===== src/rtl/ring_stop_pkg.sv =====
package ring_stop_pkg;

    localparam int RS_STOPS  = 8;
    localparam int RS_ID_W   = $clog2(RS_STOPS);
    localparam int RS_DATA_W = 256;

    typedef enum logic {
        DIR_CW  = 1'b0,
        DIR_CCW = 1'b1
    } dir_e;

    typedef struct packed {
        logic                 vld;
        logic                 beat;
        logic [RS_ID_W-1:0]   dst;
        logic [RS_DATA_W-1:0] data;
    } flit_t;

    // destination stop from address bits 11..6
    function automatic logic [RS_ID_W-1:0] stop_hash(input logic [11:0] addr);
        int h;
        h = int'(addr[8:6] ^ addr[11:9]) % RS_STOPS;
        return RS_ID_W'(h);
    endfunction

    // shorter way round; ties and zero distance go clockwise
    function automatic dir_e pick_dir(input logic [RS_ID_W-1:0] src,
                                      input logic [RS_ID_W-1:0] dst);
        int cw;
        int ccw;
        cw  = (int'(dst) + RS_STOPS - int'(src)) % RS_STOPS;
        ccw = (RS_STOPS - cw) % RS_STOPS;
        return (cw <= ccw) ? DIR_CW : DIR_CCW;
    endfunction

endpackage


===== src/rtl/rs_lane.sv =====
module rs_lane
    import ring_stop_pkg::*;
#(
    parameter int LOCAL_ID = 2
) (
    input  logic  clk,
    input  logic  rst,
    input  flit_t in_f,
    input  logic  take,
    output logic  hit,
    output logic  arr_busy,
    output logic  hold_busy,
    input  logic  inj_en,
    input  flit_t inj_f,
    output flit_t out_f
);
    flit_t arr_q, hold_q, out_q;

    assign hit       = in_f.vld && (in_f.dst == RS_ID_W'(LOCAL_ID));
    assign arr_busy  = arr_q.vld;
    assign hold_busy = hold_q.vld;
    assign out_f     = out_q;

    always_ff @(posedge clk) begin
        if (rst) begin
            arr_q  <= '0;
            hold_q <= '0;
            out_q  <= '0;
        end else begin
            arr_q  <= (in_f.vld && !take) ? in_f : '0;
            hold_q <= arr_q;
            if (hold_q.vld)
                out_q <= hold_q;
            else if (inj_en)
                out_q <= inj_f;
            else
                out_q <= '0;
        end
    end
endmodule


===== src/rtl/rs_eject.sv =====
module rs_eject
    import ring_stop_pkg::*;
(
    input  logic       clk,
    input  logic       rst,
    input  logic [1:0] hit,
    input  flit_t      cw_f,
    input  flit_t      ccw_f,
    input  logic       ej_rdy,
    output logic [1:0] take,
    output flit_t      ej_f
);
    flit_t ej_q;
    logic  can_load;

    assign can_load = !ej_q.vld || ej_rdy;
    assign take[0]  = hit[0] && can_load;
    assign take[1]  = hit[1] && can_load && !hit[0];
    assign ej_f     = ej_q;

    always_ff @(posedge clk) begin
        if (rst)
            ej_q <= '0;
        else if (take[0])
            ej_q <= cw_f;
        else if (take[1])
            ej_q <= ccw_f;
        else if (ej_rdy)
            ej_q <= '0;
    end
endmodule


===== src/rtl/rs_inject.sv =====
module rs_inject
    import ring_stop_pkg::*;
#(
    parameter int LOCAL_ID = 2,
    parameter int ADDR_W   = 16
) (
    input  logic                 clk,
    input  logic                 rst,
    input  logic                 req_vld,
    input  logic [ADDR_W-1:0]    req_addr,
    input  logic                 req_line,
    input  logic [RS_DATA_W-1:0] req_data,
    input  logic [1:0]           hold_busy,
    output logic                 req_rdy,
    output logic [1:0]           inj_en,
    output flit_t                inj_f
);
    logic               line_act;
    dir_e               line_dir;
    logic [RS_ID_W-1:0] line_dst;
    logic [RS_ID_W-1:0] cur_dst;
    dir_e               cur_dir;
    logic               fire;

    always_comb begin
        if (line_act) begin
            cur_dst = line_dst;
            cur_dir = line_dir;
        end else begin
            cur_dst = stop_hash(req_addr[11:0]);
            cur_dir = pick_dir(RS_ID_W'(LOCAL_ID), cur_dst);
        end
        req_rdy   = (cur_dir == DIR_CW) ? !hold_busy[0] : !hold_busy[1];
        fire      = req_vld && req_rdy;
        inj_en[0] = fire && (cur_dir == DIR_CW);
        inj_en[1] = fire && (cur_dir == DIR_CCW);
        inj_f     = '{vld: 1'b1, beat: line_act, dst: cur_dst, data: req_data};
    end

    always_ff @(posedge clk) begin
        if (rst) begin
            line_act <= 1'b0;
            line_dir <= DIR_CW;
            line_dst <= '0;
        end else if (fire) begin
            if (line_act) begin
                line_act <= 1'b0;
            end else if (req_line) begin
                line_act <= 1'b1;
                line_dir <= cur_dir;
                line_dst <= cur_dst;
            end
        end
    end
endmodule


===== src/rtl/ring_stop.sv =====
module ring_stop
    import ring_stop_pkg::*;
#(
    parameter int LOCAL_ID = 2,
    parameter int ADDR_W   = 16,
    localparam int ID_W    = RS_ID_W,
    localparam int DATA_W  = RS_DATA_W
) (
    input  logic              clk,
    input  logic              rst,
    input  logic              cw_in_vld,
    input  logic              cw_in_beat,
    input  logic [ID_W-1:0]   cw_in_dst,
    input  logic [DATA_W-1:0] cw_in_data,
    input  logic              ccw_in_vld,
    input  logic              ccw_in_beat,
    input  logic [ID_W-1:0]   ccw_in_dst,
    input  logic [DATA_W-1:0] ccw_in_data,
    output logic              cw_out_vld,
    output logic              cw_out_beat,
    output logic [ID_W-1:0]   cw_out_dst,
    output logic [DATA_W-1:0] cw_out_data,
    output logic              ccw_out_vld,
    output logic              ccw_out_beat,
    output logic [ID_W-1:0]   ccw_out_dst,
    output logic [DATA_W-1:0] ccw_out_data,
    output logic              slot_free_cw,
    output logic              slot_free_ccw,
    input  logic              req_vld,
    output logic              req_rdy,
    input  logic [ADDR_W-1:0] req_addr,
    input  logic              req_line,
    input  logic [DATA_W-1:0] req_data,
    output logic              ej_vld,
    input  logic              ej_rdy,
    output logic              ej_beat,
    output logic [DATA_W-1:0] ej_data
);
    flit_t      in_f  [2];
    flit_t      out_f [2];
    flit_t      inj_f;
    flit_t      ej_f;
    logic [1:0] hit, take, arr_busy, hold_busy, inj_en;

    assign in_f[0] = '{vld: cw_in_vld,  beat: cw_in_beat,  dst: cw_in_dst,  data: cw_in_data};
    assign in_f[1] = '{vld: ccw_in_vld, beat: ccw_in_beat, dst: ccw_in_dst, data: ccw_in_data};

    for (genvar g = 0; g < 2; g++) begin : g_lane
        rs_lane #(.LOCAL_ID(LOCAL_ID)) u_lane (
            .clk       (clk),
            .rst       (rst),
            .in_f      (in_f[g]),
            .take      (take[g]),
            .hit       (hit[g]),
            .arr_busy  (arr_busy[g]),
            .hold_busy (hold_busy[g]),
            .inj_en    (inj_en[g]),
            .inj_f     (inj_f),
            .out_f     (out_f[g])
        );
    end

    rs_eject u_eject (
        .clk    (clk),
        .rst    (rst),
        .hit    (hit),
        .cw_f   (in_f[0]),
        .ccw_f  (in_f[1]),
        .ej_rdy (ej_rdy),
        .take   (take),
        .ej_f   (ej_f)
    );

    rs_inject #(.LOCAL_ID(LOCAL_ID), .ADDR_W(ADDR_W)) u_inject (
        .clk       (clk),
        .rst       (rst),
        .req_vld   (req_vld),
        .req_addr  (req_addr),
        .req_line  (req_line),
        .req_data  (req_data),
        .hold_busy (hold_busy),
        .req_rdy   (req_rdy),
        .inj_en    (inj_en),
        .inj_f     (inj_f)
    );

    assign slot_free_cw  = !arr_busy[0];
    assign slot_free_ccw = !arr_busy[1];

    assign cw_out_vld   = out_f[0].vld;
    assign cw_out_beat  = out_f[0].beat;
    assign cw_out_dst   = out_f[0].dst;
    assign cw_out_data  = out_f[0].data;
    assign ccw_out_vld  = out_f[1].vld;
    assign ccw_out_beat = out_f[1].beat;
    assign ccw_out_dst  = out_f[1].dst;
    assign ccw_out_data = out_f[1].data;

    assign ej_vld  = ej_f.vld;
    assign ej_beat = ej_f.beat;
    assign ej_data = ej_f.data;
endmodule


===== config.mk =====
export PLATFORM = sky130hd
export DESIGN_NAME = ring_stop
export DESIGN_NICKNAME = d
export VERILOG_FILES = /design/src/rtl/ring_stop_pkg.sv /design/src/rtl/rs_lane.sv /design/src/rtl/rs_eject.sv /design/src/rtl/rs_inject.sv /design/src/rtl/ring_stop.sv
export SDC_FILE = /design/constraint.sdc
export NUM_CORES = 2
export LEC_CHECK = 0
export ABC_AREA = 1
export CAP_MARGIN = 30
export CORE_AREA = 5 5 612 614
export DETAILED_ROUTE_END_ITERATION = 8
export DIE_AREA = 0 0 617 619
export GPL_ROUTABILITY_DRIVEN = 0
export GPL_TIMING_DRIVEN = 0
export MAX_ROUTING_LAYER = met4
export PLACE_DENSITY = 0.34
export SETUP_SLACK_MARGIN = 0.15
export SLEW_MARGIN = 20
export SYNTH_ARGS = -nofsm -noshare
export SYNTH_HDL_FRONTEND = slang
export SYNTH_HIERARCHICAL = 1
export SYNTH_SLANG_ARGS = --single-unit

===== constraint.sdc =====
create_clock -name clk -period 2.12 [get_ports clk]
set_input_delay 0.424 -clock clk [delete_from_list [all_inputs] [get_ports clk]]
set_output_delay 0.424 -clock clk [all_outputs]
set_load 0.01 [all_outputs]

==> key figures <==
Detailed routing
  • Via-to-Cell Ratio: 3.99
  • WL/cell: 26.7 um
  • DRT Pass-1 Iters: 8
  • DRT antenna net count: 0
  • Post-Route WL: 416 mm
  • Initial DRC count: ~4600
  • DRC: 0
  • DR vias: 62262

Power and ir drop
  • Sw Pwr: 23.8 mW
  • Total power: 89.0 mW
  • Pwr/cell area: 873 nW/um^2
  • Static leakage: 49.7 nW
  • Clock group share of total power: 0.465
  • Pint: between 60 and 70 mW
  • Logic gate share of total power: 0.127
  • Worst VDD drop: 0.000730 V
  • Seq pwr share: 0.408
  • Sw frac: 0.267

Floorplanning
  • Die area: 382000 sq um
  • Placeable Area: 368000 sq um
  • Die Ht: between 600 and 700 um
  • Starting Density: 0.185
  • Io pins: roughly 1600
  • Die width: between 600 and 700 um
  • Row count: about 220

Finish
  • Share of cells above drive strength 1: 0.211
  • Final Instance Count excl. Fillers: roughly 16000
  • Final design instance area without fill: approximately 100000 sq um
  • Area Overhead vs Synth: 50.0%
  • Commonest non-fill, non-tap cell in the layout: dfxtp_1
  • Highest-count cells in the layout ignoring fill and taps: 1772 x dfxtp_1, 1567 x nor2_1, 1327 x inv_1
  • Nets: 11273

Clock tree
  • Clock Pin Slew Worst Setup and Hold Paths: 0.06 ns
  • Root Buffer: clkbuf_16
  • CTS Buf Count: 224
  • CTS tree: yes
  • Htree depth: 4
  • Clock Tree Buf Depth: 4
  • Worst-Skew Late Latency: 0.92 ns
  • Clk sinks: 1829

Outcome
  • Failing checks: negative setup slack
  • Status: finished, violations left

STA
  • Clock skew: 0.0703 ns
  • Fmax: approximately 420 MHz
  • Tcrit/Tclk final: 1.12
  • Final setup margin: -0.246 ns
  • Max-slew violation count: 0
  • Worst-Margin Slew: 0.942 ns
  • Hold Vio Cnt, Final: 0
  • Final setup vio count: 69
  • Worst hold slack: just under 0.1 ns
  • Max_slew headroom: 0.372
  • Unrepaired setup endpoints after global routing: true
  • Clock period minus worst slack: 2.37 ns

Worst setup path
  • CP arrival: 1.94 ns
  • Critical Path End Type: output port
  • WS Path Type: reg2out
  • Worst Setup Start Kind: flop
  • Worst Path Max Fanout: 4
  • Worst EP required: 1.70 ns

Yosys
  • Mapped Nets: 9274
  • Synthesized area per cell: 8.02 sq um
  • Post-Syn Instances: 8475
  • Synth warn: 6
  • Synth Cell Area: 67900 sq um

Placed design
  • PortBufs: 1315
  • Post-DP Area: between 80000 and 90000 sq um
  • Pre-CTS setup slack: -2.16 ns
  • Placed instance count: between 10000 and 15000
  • HPWL after DPL: approximately 340 mm

GRT
  • Largest net degree at the start of global routing: 18
  • Initial antenna violation count: 295
  • GRT Overall Usage: 0.214
  • First-pass GRT wire length: ~550 mm
  • Grt ovf: 0
  • Vias in the first global route: 62668

Job
  • Max Cap Viol: 0

Hold path
  • Hold Crit Class: in2reg
## worst max-delay path: stages (launching register included)
cell	delay, ns
dfxtp_4	0.36
inv_6	0.07
nand3_4	0.06
nand2_2	0.09
nand2_4	0.06
nand3b_1	0.16
nand2_4	0.08
buf_6	0.13
## routing by layer
metal / wire length, um / track usage / vias up
li1: - / - / 29639
met1: 173000 / 0.253 / 29403
met2: 198000 / 0.357 / 2409
met3: 25900 / 0.0453 / 811
met4: 19500 / 0.0765 / 0
met5: 0 / - / -
## cell type report
type,instances,area [sq um]
clock inverters,96,1340
fillers,40016,266000
inverters,1337,5030
multi-input cells,4480,21900
clock buffers,316,6600
repair buffers,1777,17900
plain buffers,825,5990
diodes,117,293
well taps,4837,6050
flip-flops and latches,1829,36700
## flip-flops by register name, summed over array words and instances, names as in the netlist
register                 count
g_lane.u_lane/out_f        522
g_lane.u_lane/hold_q       520
u_inject/line_dst            3
u_eject/ej_f               258
u_inject/line_dir            1
u_inject/line_act            1
g_lane.u_lane/hold_busy      2
g_lane.u_lane/arr_busy       2
g_lane.u_lane/arr_q        520
## final timing paths
kind                              start                           to  slack, ns  cells past startpoint
min reg2reg  g_lane[0].u_lane/arr_q[51]  g_lane[0].u_lane/hold_q[51]       0.34                      2
min                    ccw_in_data[126]  g_lane[1].u_lane/arr_q[126]        0.1                      3
max reg2reg           u_inject/line_act  g_lane[0].u_lane/out_f[243]      -0.10                     15
max                   u_inject/line_act                      req_rdy      -0.25                      7
## timing repair
action	CTS	global route
resized for setup	971	1218
endpoints found under the setup margin	2084	1494
hold endpoints to repair	609	0
cloned	11	9
buffers inserted	60	20
hold buffers	353	0
pin swaps	53	44
## per-stage QoR
stage	TNS, ns	util
5_1_grt	-17.34	0.277
3_5_place_dp	-1897.90	0.237
4_1_cts	-167.18	0.274
3_3_place_gp	-2057.86	0.237
2_1_floorplan	0	-
6_report	-2.30	0.277
## power groups by stage
stage / Combinational, mW / Clock (mW) / Sequential, mW
2_1_floorplan: 4.05 / 0 / 37.2
3_3_place_gp: 9.88 / 0 / 37.0
3_5_place_dp: 9.90 / 0 / 37.0
4_1_cts: 11.4 / 42.7 / 36.3
5_1_grt: 12.1 / 44.0 / 36.4
6_report: 11.3 / 41.3 / 36.3
Note: power is estimated with default switching activity, not from simulation.
